File: config.mk
export PLATFORM = sky130hd
export DESIGN_NAME = lamp_retry_ctl
export DESIGN_NICKNAME = d
export VERILOG_FILES = /design/src/rtl/lamp_ctl_pkg.sv /design/src/rtl/lamp_supply_guard.sv /design/src/rtl/lamp_cycle_timer.sv /design/src/rtl/lamp_seq_fsm.sv /design/src/rtl/lamp_retry_ctl.sv
export SDC_FILE = /design/constraint.sdc
export NUM_CORES = 1
export LEC_CHECK = 0
export ABC_AREA = 1
export CAP_MARGIN = 20
export CORE_ASPECT_RATIO = 0.6
export CORE_MARGIN = 1
export CORE_UTILIZATION = 50
export DETAILED_ROUTE_END_ITERATION = 8
export PLACE_DENSITY = 0.7
export SLEW_MARGIN = 10
export SYNTH_ARGS = -nofsm -noshare
export SYNTH_HDL_FRONTEND = slang
export SYNTH_HIERARCHICAL = 1
export SYNTH_SLANG_ARGS = --single-unit
File: constraint.sdc
create_clock -name clk -period 5.9 [get_ports clk]
set_clock_uncertainty 0.05 [all_clocks]
set_input_delay 0.885 -clock clk [delete_from_list [all_inputs] [get_ports clk]]
set_output_delay 0.885 -clock clk [all_outputs]
set_load 0.01 [all_outputs]
File: src/rtl/lamp_ctl_pkg.sv
package lamp_ctl_pkg;
  typedef enum logic [1:0] {
    LS_OFF   = 2'd0,
    LS_BLANK = 2'd1,
    LS_ON    = 2'd2,
    LS_RETRY = 2'd3
  } lamp_state_e;

  function automatic int max3(input int a, input int b, input int c);
    int m;
    m = (a > b) ? a : b;
    return (m > c) ? m : c;
  endfunction
endpackage

File: src/rtl/lamp_supply_guard.sv
module lamp_supply_guard (
  input  logic clk,
  input  logic rst_n,
  input  logic cmd_on,
  input  logic ot_flag,
  input  logic ov_flag,
  input  logic uv_flag,
  output logic inhibit
);
  logic uv_lock_q;

  // Under-voltage lock: set by the flag, released only by a low command once the flag is gone
  always_ff @(posedge clk or negedge rst_n) begin
    if (!rst_n)
      uv_lock_q <= 1'b0;
    else if (uv_flag)
      uv_lock_q <= 1'b1;
    else if (!cmd_on)
      uv_lock_q <= 1'b0;
  end

  assign inhibit = ot_flag | ov_flag | uv_flag | uv_lock_q;

  assert_uv_latch_R8: assert property (@(posedge clk) disable iff (!rst_n)
    (uv_flag && cmd_on) |=> inhibit);
endmodule

File: src/rtl/lamp_cycle_timer.sv
module lamp_cycle_timer #(
  parameter int W = 8
) (
  input  logic         clk,
  input  logic         rst_n,
  input  logic         clear,
  input  logic [W-1:0] limit,
  output logic         done
);
  logic [W-1:0] cnt_q;

  always_ff @(posedge clk or negedge rst_n) begin
    if (!rst_n)
      cnt_q <= '0;
    else if (clear)
      cnt_q <= '0;
    else if (!done)
      cnt_q <= cnt_q + 1'b1;
  end

  assign done = (cnt_q == (limit - 1'b1));

  assert_timer_bound_R5: assert property (@(posedge clk) disable iff (!rst_n)
    (done && !clear) |=> (cnt_q == $past(cnt_q)) || clear);
endmodule

File: src/rtl/lamp_seq_fsm.sv
module lamp_seq_fsm
  import lamp_ctl_pkg::*;
#(
  parameter int BLANK_CYC = 350000,
  parameter int FILT_CYC  = 3000,
  parameter int RETRY_CYC = 500000,
  parameter int W         = 19
) (
  input  logic         clk,
  input  logic         rst_n,
  input  logic         cmd_on,
  input  logic         oc_raw,
  input  logic         inhibit,
  input  logic         tmr_done,
  output logic         tmr_clear,
  output logic [W-1:0] tmr_limit,
  output logic         gate_en
);
  localparam logic [W-1:0] LIM_BLANK = W'(BLANK_CYC);
  localparam logic [W-1:0] LIM_FILT  = W'(FILT_CYC);
  localparam logic [W-1:0] LIM_RETRY = W'(RETRY_CYC);

  lamp_state_e state_q, state_d;
  logic        want_on;

  assign want_on = cmd_on && !inhibit;

  always_comb begin
    state_d = state_q;
    unique case (state_q)
      LS_OFF:   if (want_on) state_d = LS_BLANK;
      LS_BLANK: begin
        if (!want_on)      state_d = LS_OFF;
        else if (tmr_done) state_d = LS_ON;
      end
      LS_ON: begin
        if (!want_on)                state_d = LS_OFF;
        else if (oc_raw && tmr_done) state_d = LS_RETRY;
      end
      LS_RETRY: if (tmr_done) state_d = want_on ? LS_BLANK : LS_OFF;
      default:  state_d = LS_OFF;
    endcase
  end

  always_ff @(posedge clk or negedge rst_n) begin
    if (!rst_n) state_q <= LS_OFF;
    else        state_q <= state_d;
  end

  always_comb begin
    unique case (state_q)
      LS_BLANK: tmr_limit = LIM_BLANK;
      LS_ON:    tmr_limit = LIM_FILT;
      default:  tmr_limit = LIM_RETRY;
    endcase
  end

  // Restart the count on every state change; in ON it counts only consecutive over-current cycles
  assign tmr_clear = (state_d != state_q) || (state_q == LS_OFF) ||
                     ((state_q == LS_ON) && !oc_raw);

  assign gate_en = (state_q == LS_BLANK) || (state_q == LS_ON);

  assert_turn_on_R2: assert property (@(posedge clk) disable iff (!rst_n)
    (state_q == LS_OFF && cmd_on && !inhibit) |=> gate_en);
  assert_blank_no_trip_R3: assert property (@(posedge clk) disable iff (!rst_n)
    (state_q == LS_BLANK) |=> (state_q != LS_RETRY));
  assert_filter_consecutive_R4: assert property (@(posedge clk) disable iff (!rst_n)
    (state_q == LS_ON && !oc_raw) |=> (state_q != LS_RETRY));
  assert_retry_rearm_R5: assert property (@(posedge clk) disable iff (!rst_n)
    (state_q == LS_RETRY && tmr_done && cmd_on && !inhibit) |=> (state_q == LS_BLANK));
endmodule

File: src/rtl/lamp_retry_ctl.sv
module lamp_retry_ctl
  import lamp_ctl_pkg::*;
#(
  parameter int BLANK_CYC = 350000,
  parameter int FILT_CYC  = 3000,
  parameter int RETRY_CYC = 500000
) (
  input  logic clk,
  input  logic rst_n,
  input  logic cmd_on,
  input  logic oc_raw,
  input  logic ot_flag,
  input  logic ov_flag,
  input  logic uv_flag,
  output logic gate_en
);
  localparam int W = $clog2(max3(BLANK_CYC, FILT_CYC, RETRY_CYC) + 1);

  logic         inhibit;
  logic         tmr_clear;
  logic         tmr_done;
  logic [W-1:0] tmr_limit;

  lamp_supply_guard u_guard (
    .clk     (clk),
    .rst_n   (rst_n),
    .cmd_on  (cmd_on),
    .ot_flag (ot_flag),
    .ov_flag (ov_flag),
    .uv_flag (uv_flag),
    .inhibit (inhibit)
  );

  lamp_cycle_timer #(.W(W)) u_timer (
    .clk   (clk),
    .rst_n (rst_n),
    .clear (tmr_clear),
    .limit (tmr_limit),
    .done  (tmr_done)
  );

  lamp_seq_fsm #(
    .BLANK_CYC (BLANK_CYC),
    .FILT_CYC  (FILT_CYC),
    .RETRY_CYC (RETRY_CYC),
    .W         (W)
  ) u_fsm (
    .clk       (clk),
    .rst_n     (rst_n),
    .cmd_on    (cmd_on),
    .oc_raw    (oc_raw),
    .inhibit   (inhibit),
    .tmr_done  (tmr_done),
    .tmr_clear (tmr_clear),
    .tmr_limit (tmr_limit),
    .gate_en   (gate_en)
  );

  assert_cmd_low_off_R1: assert property (@(posedge clk) disable iff (!rst_n)
    !cmd_on |=> !gate_en);
  assert_overtemp_off_R6: assert property (@(posedge clk) disable iff (!rst_n)
    ot_flag |=> !gate_en);
  assert_overvolt_off_R7: assert property (@(posedge clk) disable iff (!rst_n)
    ov_flag |=> !gate_en);
  assert_undervolt_off_R8: assert property (@(posedge clk) disable iff (!rst_n)
    uv_flag |=> !gate_en);
endmodule

# Word-level counts from Yosys, hierarchy flattened
# Index checks and enable logic that the tools add are counted.
[word_totals] reg_bits=22 in_bits=7 out_inout_bits=1
[classes] addsub=2 n_eq_ne=7 n_mux=13 n_bitwise=3 n_reduce_logical=9
[op_table] op="19-bit two-way mux" n=2
[op_table] op="19-bit one-hot mux with 2 select lines" n=1
[op_table] op="19-bit by 1-bit adder with 19-bit output (second input constant)" n=1
[op_table] op="19-bit equality test" n=1
[op_table] op="19-bit by 1-bit subtractor with 19-bit output (second input constant)" n=1
[op_table] op="2-bit two-way mux" n=6
[op_table] op="2-bit one-hot mux with 4 select lines" n=1
[op_table] op="2-bit equality test (second input constant)" n=2
[op_table] op="1-bit logical AND" n=3
[op_table] op="1-bit logical OR" n=3
[op_table] op="1-bit two-way mux" n=3
[op_table] op="1-bit OR" n=3
[op_table] op="2-bit by 1-bit equality test with 1-bit output (second input constant)" n=1
[op_table] op="1-bit zero test" n=2
[op_table] op="2-bit zero test" n=1
[op_table] op="2-bit by 1-bit inequality test with 1-bit output (second input constant)" n=1
[op_table] op="2-bit inequality test" n=1
[op_table] op="2-bit inequality test (second input constant)" n=1

# Longest topological paths before layout
# Gate-level depths: netlist of the first run.
[depth] word_depth=12 ltp_mapped=27 mapped_depth_nobuf=25

# Modules after synthesis
# Netlist of the first run, hierarchy kept.
[by_module_without_submodules] module="lamp_cycle_timer" instances=1 cells_each=369 area_per_inst_um2=2293.4
[by_module_without_submodules] module="lamp_seq_fsm" instances=1 cells_each=65 area_per_inst_um2=405.4
[by_module_without_submodules] module="lamp_supply_guard" instances=1 cells_each=7 area_per_inst_um2=47.5

# Worst setup path before layout of the first run
# Ideal clock, no wire load.
[synth_timing] path_kind="flip-flop to flip-flop" start="register u_fsm.state_q[1]" end="register u_timer.cnt_q[6]" setup_time_ns=0.066 t_arrival_ns=3.119 setup_slack_ns=2.665 path_stages_with_launch=24 n_path_buf=3 period_less_slack_ns=3.235 path_cell_list="dfrtp_1 -> inv_1 -> ha_1 -> buf_4 -> nor2_2 -> inv_1 -> nor2_4 -> xor2_2 -> nand3_1 -> nor3b_1 -> nand3_1 -> nor2_1 -> nand2_1 -> nand2_1 -> nand3_1 -> nand2_1 -> nand2_1 -> nand3_1 -> nand4_1 -> inv_1 -> clkbuf_1 -> buf_2 -> nand3_1 -> nand2_1"
[synth_via] elab_chain_len=12
[synth_lines] item="start, declared" line_no="lamp_seq_fsm.sv:23" source="lamp_state_e state_q, state_d;"
[synth_lines] item="start signal, assigned" line_no="lamp_seq_fsm.sv:47" source="else state_q <= state_d;"
[synth_lines] item="2-bit equality test / 2-bit by 1-bit equality test with 1-bit output (equally long branches)" line_no="lamp_seq_fsm.sv:51" source="unique case (state_q)"
[synth_lines] item="19-bit one-hot mux with 2 select lines (*)" line_no="lamp_seq_fsm.sv:51"
[synth_lines] item="via tmr_limit[4]" line_no="lamp_retry_ctl.sv:22" source="logic [W-1:0] tmr_limit;"
[synth_lines] item="19-bit by 1-bit subtractor with 19-bit output (*)" line_no="lamp_cycle_timer.sv:21" source="assign done = (cnt_q == (limit - 1'b1));"
[synth_lines] item="19-bit equality test (*)" line_no="lamp_cycle_timer.sv:21"
[synth_lines] item="via tmr_done" line_no="lamp_retry_ctl.sv:21" source="logic tmr_done;"
[synth_lines] item="1-bit logical AND" line_no="lamp_seq_fsm.sv:38" source="else if (oc_raw && tmr_done) state_d = LS_RETRY;"
[synth_lines] item="2-bit two-way mux" line_no="lamp_seq_fsm.sv:38"
[synth_lines] item="2-bit two-way mux" line_no="lamp_seq_fsm.sv:37" source="if (!want_on) state_d = LS_OFF;"
[synth_lines] item="2-bit one-hot mux with 4 select lines (*)" line_no="lamp_seq_fsm.sv:30" source="unique case (state_q)"
[synth_lines] item="2-bit inequality test (*)" line_no="lamp_seq_fsm.sv:59" source="assign tmr_clear = (state_d != state_q) || (state_q == LS_OFF) ||"
[synth_lines] item="1-bit logical OR (*) (2 in a row)" line_no="lamp_seq_fsm.sv:59"
[synth_lines] item="via tmr_clear" line_no="lamp_retry_ctl.sv:20" source="logic tmr_clear;"
[synth_lines] item="2-bit inequality test (no source line) / 19-bit two-way mux (equally long branches)"
[synth_lines] item="end signal, assigned" line_no="lamp_cycle_timer.sv:18" source="cnt_q <= cnt_q + 1'b1;"
[synth_lines] item="end, declared" line_no="lamp_cycle_timer.sv:10" source="logic [W-1:0] cnt_q;"
# The timed path passes the listed nets; every way through them passes the cells marked *.
# A chain may end at the register's enable or synchronous reset.

# Worst setup path after layout of the first run
# Same ends and word-level chain as after synthesis.

==> metrics.txt, run 1 <==
status finished, final reports clean; PD cells about 170 nW/um^2; Crit Path Class reg2reg; Row Count 20; critical path's most frequent cell inv_1; crit-path cells inv_1 -> ha_1 -> inv_1 -> xor2_1 -> nand2_1 -> nand4_1 -> nor3b_1 -> nand3_1 -> nor2_1 -> inv_1 -> nand2_1 -> o21ai_0 -> nor2_1 -> nand3_1 -> nand4_1 -> inv_1 -> buf_16 -> nand3_1 -> nand2_1; Fmax approximately 270 MHz; Iter 0 DRT Violations 224; Final Hold Viols 0; Layout area overhead 3.37%; CP max-delay cell ha_1; HP Class reg2reg; crit path DAT between 3000 and 4000 ps; Post-route DRC 0; Slew Viols, Final 0; initial antenna violation count 0; post-CTS setup buffers 0; syn_area_per_cell 6.23 sq um; Seq/Total Area, Yosys 0.200; mapped cell area between 2000 and 3000 sq um; required time worst endpoint 6000 ps; worst rel slew slack 0.626; Final min period 3770 ps; Peak VDD IR around 0.12 mV; worst-case hold slack 429 ps; pin count of the biggest net entering global routing 39; Initial Utilization 0.530; final net count 448; Worst Setup Start Kind flip-flop; GR Overflow Total 0; GRT Total Usage 0.255; worst reg-to-reg path cell count 19; Leak 0.00153 uW; gpl congestion just over 0.9; Via density 5.27; Max Cap Viol 0; post-CTS sizing 0; Clock Latency Late Sink 260 ps; synth warn 6; TritonCTS clock tree built; layout cells sized above 1 0.0764; routed wire length ~6600 microns; vias in the first global route ~2400; core footprint 5180 sq um; die height 59.4 microns; htree depth 1; RSZ-0062 raised after global routing false; area of the die 5800 sq um; setup TNS 0 ps; ANT nets after route 0; Final Cycle Share 0.639; drt first pass iters 5; post-route cell area 2840 sq um; count of distinct cell types in the synthesized netlist 37; CTS sink count 22; width of the chip 97.7 microns; n_diodes 0; CP Capture Type flip-flop; routed vias 2624; I/O Buffers 7; worst-case clock buffer depth 2; clock root cell clkbuf_8; CTS clock-pin slew for the worst setup and hold paths 80 ps; Worst-Margin Slew 561 ps; Mapped Cells 441; first-pass GRT wire length 11500 microns; dpl hpwl 5350 microns; # IOs 8; placed instance area 2740 sq um; register bit total from synthesis 22; Max stage delay on crit path 550 ps; Hold-fix buffers, CTS 0; Inserted Clock Buffers 3; CP max FO 31; Hold Path Depth 2; routed len/inst 13.3 microns; final setup vio count 0
[cell families (layout without fill, tap and decap cells)]
kind of cell    Yosys count  in the layout  share of synthesized area
simple gates            281            281                      0.485
buf+inv                  88             75                      0.149
xor+xnor                 33             33                      0.113
flops                    22             22                      0.200
compound gates            8              8                     0.0178
fa+ha+maj                 7              7                     0.0319
other cells               2              6                    0.00273
[metrics by stage]
stage	setup slack, ps	util	total power, uW	instances
global placement	1940	0.529	377	493
detailed placement	1790	0.529	382	493
CTS	1770	0.537	478	496
floorplan	2660	-	354	445
global route	1770	0.548	535	498
finish	2130	0.548	493	498
[path summary, 6_finish.rpt]
kind,from,end,slack [ps]
hold / removal,u_guard/uv_lock_q,u_guard/uv_lock_q,430
setup reg to reg,u_fsm/state_q[1],u_timer/cnt_q[6],2130
min in group asynchronous,rst_n,u_timer/cnt_q[3],850
max in group asynchronous,rst_n,u_timer/cnt_q[8],4550
setup / recovery,u_fsm/state_q[1],u_timer/cnt_q[6],2130
hold reg to reg,u_guard/uv_lock_q,u_guard/uv_lock_q,430
[registers in the layout, summed over array words and instances (netlist names)]
signal / cells
u_timer/cnt_q: 19
u_fsm/state_q: 2
u_guard/uv_lock_q: 1
[synth_stat cells]
cell         n  share of area
ha_1         7          0.032
nand3_2      2         0.0073
clkbuf_1     2         0.0027
nor2_2       8          0.018
nand3b_4     1         0.0073
nand2_2      3         0.0068
o2111ai_1    1         0.0032
xnor2_1      8          0.026
nor3_4       1         0.0059
buf_4       15          0.041
inv_1       61          0.083
o21ai_0      3         0.0055
nor3b_1      1         0.0027
nor3_1       6          0.011
a21o_1       1         0.0027
and2_1       1         0.0023
nand3_4      1         0.0064
nand4_2      1         0.0046
buf_2        5         0.0091
nor2_1      39          0.053
a21oi_1      2         0.0036
buf_1        1         0.0014
nand3b_1     4          0.011
nand2_1    119           0.16
conb_1       2         0.0027
xor2_1      22          0.070
buf_6        2         0.0082
dfrtp_1     22           0.20
inv_2        2         0.0027
o21bai_1     1         0.0027
nor4_1       4         0.0091
nand4_1      7          0.016
xor2_2       3          0.018
nor2_4       3          0.012
nand3_1     77           0.14
or2_2        2         0.0046
nor3_2       1         0.0036
[layout by cell type, fill, tap and decap left out, types with 2 or more instances in the layout]
master           count
clkdlybuf4s50_1      7
xor2_1              22
nand4_1              7
conb_1               6
or2_2                2
ha_1                 7
clkbuf_8             3
nand3_1             77
nor2_1              39
nand2_2              3
nand3b_1             4
nor4_1               4
buf_16               2
nor2_4               3
inv_2                2
xor2_2               3
nor2_2               8
inv_1               61
dfrtp_1             22
xnor2_1              8
nor3_1               6
nand2_1            119
o21ai_0              3
nand3_2              2
a21oi_1              2
[where the power goes]
part | leakage [uW] | total [uW] | internal [uW] | switching [uW]
Sequential | 0.000303 | 161 | 156 | 5.53
Clock | 0.0000216 | 92.7 | 45.6 | 47.1
Combinational | 0.00121 | 239 | 80.0 | 159
Total | 0.00153 | 493 | 281 | 211
[layout make-up]
cell class | count | area [sq um]
inverters | 63 | 236
fillers | 545 | 2340
clock buffers | 3 | 41.3
well taps | 66 | 82.6
flip-flops and latches | 22 | 551
multi-input cells | 335 | 1800
repair buffers | 9 | 125
[routing by layer]
layer	vias up	track usage	part of all wire
met5	-	0	0
met4	0	0.0455	0.0092
met3	6	0.0507	0.074
met2	77	0.375	0.40
met1	1195	0.386	0.52
li1	1346	-	-
[critical path: cells and delay by family (launching register included)]
kind	cells	cell delay (ps)
AOI/OAI and AO/OA	1	70
and+or+nand+nor	11	1390
DFF	1	450
adders and majority gates	1	550
xor gates and xnor gates	1	220
buffers and inverters	5	910
(Power assumes the default switching activity.)
==> run 2, diff against run 1 <==
PLACE_DENSITY = 0.72   (was 0.7)
clock period = 3.4 ns   (was 5.9 ns; I/O delays follow)
==> metrics.txt, run 2 (synthesis results as in run 1) <==
status finished, final reports clean (unchanged); Leak 0.00155 uW (was 0.00153 uW); TritonCTS clock tree built (unchanged); ANT nets after route 0 (unchanged); Final Hold Viols 0 (unchanged); routed vias 2705 (was 2624); worst reg-to-reg path cell count 20 (was 19); Worst-Margin Slew 628 ps (was 561 ps); Crit Path Class reg2reg (unchanged); first-pass GRT wire length 11600 microns (was 11500 microns); routed len/inst 13.7 microns (was 13.3 microns); worst rel slew slack 0.578 (was 0.626); CTS sink count 22 (unchanged); gpl congestion 0.939 (was 0.924); Hold-fix buffers, CTS 0 (unchanged); Via density 5.37 (was 5.27); setup TNS 0 ps (unchanged); # IOs 8 (unchanged); worst-case clock buffer depth 2 (unchanged); Row Count 20 (unchanged); Reg2Reg Launch Point u_fsm/state_q[1] (unchanged); width of the chip 97.7 microns (unchanged); Fmax 318 MHz (was 265 MHz); Final min period 3150 ps (was 3770 ps); vias in the first global route 2477 (was 2381); Post-route DRC 0 (unchanged); most frequent cells in the layout nand2_1, nand3_1, inv_1 (unchanged); I/O Buffers 7 (unchanged); final net count 454 (was 448); area of the die 5800 sq um (unchanged); biggest regs u_timer/cnt_q x19, u_fsm/state_q x2, u_guard/uv_lock_q x1 (unchanged); drt first pass iters 5 (unchanged); max reg flops 19 (unchanged); # fillers 522 (was 545); Worst Setup Start Kind flip-flop (unchanged); Clock Latency Late Sink 270 ps (was 260 ps); pin count of the biggest net entering global routing 39 (unchanged); CP Capture Type flip-flop (unchanged); GR Overflow Total 0 (unchanged); clock root cell clkbuf_8 (unchanged); CP max FO 19 (was 31); Inserted Clock Buffers 3 (unchanged); Final Non-Filler Cells 504 (was 498); initial antenna violation count 0 (unchanged); HP Class in2async (was reg2reg); Iter 0 DRT Violations 319 (was 224); post-route cell area 2890 sq um (was 2840 sq um); Slew Viols, Final 0 (unchanged); Largest Register u_timer/cnt_q (unchanged); Peak VDD IR 0.244 mV (was 0.117 mV); Max Cap Viol 0 (unchanged); reg-to-reg critical path endpoint u_timer/cnt_q[12] (was u_timer/cnt_q[6]); n_diodes 0 (unchanged); htree depth 1 (unchanged); layout cells sized above 1 0.107 (was 0.0764); most common cell after layout, fill and taps aside nand2_1 (unchanged); Layout area overhead 5.06% (was 3.37%); core footprint 5180 sq um (unchanged); routed wire length 6890 microns (was 6640 microns); CTS clock-pin slew for the worst setup and hold paths 80 ps (about the same); reg2reg setup slack 250 ps (was 2130 ps); Initial Utilization 0.530 (unchanged); dpl hpwl 5320 microns (was 5350 microns); Final Cycle Share 0.926 (was 0.639); GRT Total Usage 0.257 (was 0.255); PD cells 312 nW/um^2 (was 173 nW/um^2); # placed instances 499 (was 493); required time worst endpoint 3560 ps (was 6000 ps); die height 59.4 microns (unchanged); final setup vio count 0 (unchanged); crit path DAT 3310 ps (was 3870 ps); placed instance area 2800 sq um (was 2740 sq um)
[run 2: report_power, final]
group          switching [uW]  internal, uW  leakage (uW)  total, uW
sequential               9.08           270      0.000302        279
combinational             294           162       0.00123        456
clock                    85.5          79.3     0.0000216        165
[run 2: worst max-delay path by stage]
stage                startpoint  cells past startpoint           endpoint  slack, ps
3_3_place_gp   u_fsm/state_q[0]                     20  u_timer/cnt_q[18]         90
6_report       u_fsm/state_q[1]                     20  u_timer/cnt_q[12]        250
5_1_grt        u_fsm/state_q[1]                     22  u_timer/cnt_q[17]        -20
2_1_floorplan  u_fsm/state_q[1]                     23   u_timer/cnt_q[6]        160
3_5_place_dp   u_fsm/state_q[0]                     20   u_timer/cnt_q[1]         60
4_1_cts        u_fsm/state_q[0]                     20   u_timer/cnt_q[1]         40
[run 2: area by class of cell]
class	count	area, sq um	share of cell area
Timing Repair Buffer	15	155	0.0538
Tap cell	66	82.6	0.0286
Multi-Input combinational cell	335	1820	0.630
Sequential cell	22	552	0.191
Inverter	63	236	0.0820
Clock buffer	3	41.3	0.0143
[run 2: critical path, cell delays in order (launching register included)]
cell	delay (ps)
dfrtp_2	450
inv_2	100
ha_1	270
buf_4	190
xnor2_1	160
nand2_1	70
nand2_1	120
nand4_1	160
nor3b_2	210
nand3_1	130
nor2_4	130
buf_4	130
nand3_1	70
nand2_1	90
inv_1	60
nand3_1	60
nand4_1	100
inv_2	140
clkbuf_16	200
nand3_1	100
nand2_1	80
[run 2: through the flow]
stage / setup WS (ps) / hold WS, ps / utilization / total power (uW)
finish: 250 / 167 / 0.557 / 900
global route: -23.7 / 213 / 0.557 / 964
CTS: 37.3 / 436 / 0.549 / 855
detailed placement: 63.8 / 416 / 0.541 / 688
global placement: 85.4 / 402 / 0.541 / 683
floorplan: 165 / 164 / - / 615
[run 2: per-layer routing]
metal	global-route usage	up-vias	wire, microns
met5	0	-	0
met4	0.0584	0	74
met3	0.0401	10	602
met2	0.406	101	2910
met1	0.371	1229	3300
li1	-	1365	-
[run 2: timing repair]
action | CTS | global route
setup endpoints to repair | 0 | 19
buffers inserted | 0 | 1
gates resized for setup | 0 | 8
==> run 3, diff against run 2 <==
CELL_PAD_IN_SITES_DETAIL_PLACEMENT = 1   (was not set)
CELL_PAD_IN_SITES_GLOBAL_PLACEMENT = 1   (was not set)
CORE_UTILIZATION = 40   (was 50)
CTS_BUF_LIST = sky130_fd_sc_hd__clkbuf_8 sky130_fd_sc_hd__clkbuf_16   (was not set)
PLACE_DENSITY = 0.8   (was 0.72)
==> metrics.txt, run 3 (synthesis results as in run 1) <==
status finished, final reports clean (unchanged); final net count 457 (was 454); Final min period 3130 ps (was 3150 ps); reg-to-reg critical path endpoint u_timer/cnt_q[11] (was u_timer/cnt_q[12]); Layout area overhead 8.88% (was 5.06%); Reg2Reg Launch Point u_fsm/state_q[0] (was u_fsm/state_q[1]); Iter 0 DRT Violations 117 (was 319); Fmax 319 MHz (was 318 MHz); Slew Viols, Final 0 (unchanged); die height 66.2 microns (was 59.4 microns); n_diodes 0 (unchanged); Initial Utilization 0.432 (was 0.530); CP Capture Type flip-flop (unchanged); CTS sink count 22 (unchanged); Hold-fix buffers, CTS 0 (unchanged); routed len/inst 16.6 microns (was 13.7 microns); Largest Register u_timer/cnt_q (unchanged); required time worst endpoint 3500 ps (was 3560 ps); setup TNS 0 ps (unchanged); Worst Setup Start Kind flip-flop (unchanged); critical path's most frequent cell nand2_1; vias in the first global route 2665 (was 2477); Row Count 22 (was 20); first-pass GRT wire length 14100 microns (was 11600 microns); crit path DAT 3240 ps (was 3310 ps); most common cell after layout, fill and taps aside nand2_1 (unchanged); Hold Startpoint u_guard/uv_lock_q; worst-case hold slack 424 ps (was 167 ps); area occupied by multi-input gates 1840 sq um (was 1820 sq um); crit-path cells inv_2 -> ha_4 -> xor2_2 -> nor2_1 -> nor2_1 -> o2111ai_1 -> nor2_1 -> nor3b_1 -> nand3_1 -> nor2_4 -> inv_1 -> nand2_1 -> nand2_1 -> nand2_1 -> nand2_1 -> nand2_1 -> nand3_1 -> nand4_1 -> inv_2 -> clkbuf_16 -> nand3_1 -> nand2_1 (was inv_2 -> ha_1 -> buf_4 -> xnor2_1 -> nand2_1 -> nand2_1 -> nand4_1 -> nor3b_2 -> nand3_1 -> nor2_4 -> buf_4 -> nand3_1 -> nand2_1 -> inv_1 -> nand3_1 -> nand4_1 -> inv_2 -> clkbuf_16 -> nand3_1 -> nand2_1); reg2reg setup slack 270 ps (was 250 ps); htree depth 1 (unchanged); worst rel slew slack 0.587 (was 0.578); initial antenna violation count 0 (unchanged); Max Cap Viol 0 (unchanged); Crit Path Class reg2reg (unchanged); RSZ-0062 raised after global routing false; Post-route DRC 0 (unchanged); routed vias 2774 (was 2705); worst reg-to-reg path cell count 22 (was 20); Inserted Clock Buffers 3 (unchanged); biggest regs u_timer/cnt_q x19, u_fsm/state_q x2, u_guard/uv_lock_q x1 (unchanged); area of the die 7210 sq um (was 5800 sq um); Final Non-Filler Cells 525 (was 504); core footprint 6360 sq um (was 5180 sq um); drt first pass iters 5 (unchanged); max reg flops 19 (unchanged); worst-case clock buffer depth 2 (unchanged); PD cells 350 nW/um^2 (was 312 nW/um^2); Worst-Margin Slew 613 ps (was 628 ps); layout cells sized above 1 0.107 (about the same); CP max-delay cell dfrtp_1 (was dfrtp_2); dpl hpwl 6870 microns (was 5320 microns); Peak VDD IR 0.163 mV (was 0.244 mV); Leak 0.00159 uW (was 0.00155 uW); most frequent cells in the layout nand2_1, nand3_1, inv_1 (unchanged); # IOs 8 (unchanged); I/O Buffers 7 (unchanged); pin count of the biggest net entering global routing 39 (unchanged); Max stage delay on crit path 430 ps (was 450 ps); final setup vio count 0 (unchanged); Min-Delay Endpoint u_guard/uv_lock_q; Hold Path Depth 2; GRT Total Usage 0.264 (was 0.257); gpl congestion 0.889 (was 0.939); CP max FO 19 (unchanged); ANT nets after route 0 (unchanged); GR Overflow Total 0 (unchanged); register area 551 sq um (was 552 sq um); # fillers 894 (was 522); Final Cycle Share 0.921 (was 0.926); # placed instances 520 (was 499); TritonCTS clock tree built (unchanged); routed wire length 8730 microns (was 6890 microns); Clock Latency Late Sink 270 ps (about the same); clock root cell clkbuf_16 (was clkbuf_8); width of the chip 109 microns (was 97.7 microns); Final Hold Viols 0 (unchanged); CTS clock-pin slew for the worst setup and hold paths 70 ps (was 80 ps); HP Class reg2reg (was in2async); Via density 5.28 (was 5.37)
==> run 3: area by class of cell <==
cell class                 count  share of cell area
clock buffer                   3              0.0251
inverter                      63              0.0791
multi-input combinational    335               0.615
sequential                    22               0.184
tap                           84              0.0351
timing repair buffer          18              0.0611
==> run 3: worst max-delay path: cells and delay by family, from the launching register on <==
kind | cells | cell delay, ps
buf+inv | 4 | 510
fa+ha+maj | 1 | 230
flops | 1 | 430
compound gates | 1 | 120
xor+xnor | 1 | 200
simple gates | 15 | 1470
==> run 3: repair_timing <==
| item | 4_1_cts | 5_1_grt |
|---|---|---|
| gates resized for setup | 0 | 9 |
| setup buffers | 0 | 1 |
| endpoints found under the hold margin | 0 | 0 |
| endpoints found under the setup margin | 0 | 19 |
==> run 3: metrics by stage <==
step	cell area (sq um)	power [uW]	util	setup slack, ps
2_1_floorplan	2760	615	-	165
3_3_place_gp	2850	701	0.447	207
3_5_place_dp	2850	719	0.447	25.5
4_1_cts	2920	987	0.459	0.380
5_1_grt	2990	1110	0.470	5.23
6_report	2990	1050	0.470	267
==> run 3: per-layer routing <==
metal,share of wire,vias up,routed length [microns],global-route usage
met2,0.40,52,3480,0.380
met3,0.060,4,520,0.0384
met4,0.0042,0,37,0.0304
li1,-,1367,-,-
met5,0,-,0,0
met1,0.54,1351,4690,0.416
==> run 3: how the worst max path moves through the flow <==
| stage | startpoint | end | slack (ps) | cells after the start |
|---|---|---|---|---|
| 5_1_grt | u_fsm/state_q[0] | u_timer/cnt_q[2] | 5 | 21 |
| 4_1_cts | u_fsm/state_q[0] | u_timer/cnt_q[14] | 0.4 | 21 |
| 2_1_floorplan | u_fsm/state_q[1] | u_timer/cnt_q[6] | 160 | 23 |
| 6_report | u_fsm/state_q[0] | u_timer/cnt_q[11] | 270 | 22 |
| 3_3_place_gp | u_fsm/state_q[0] | u_timer/cnt_q[17] | 210 | 21 |
| 3_5_place_dp | u_fsm/state_q[0] | u_timer/cnt_q[14] | 30 | 21 |
==> run 3: report_power, final <==
group | total, uW | internal (uW) | switching [uW]
combinational | 501 | 177 | 324
sequential | 281 | 270 | 10.3
clock | 265 | 156 | 109
total | 1050 | 604 | 443
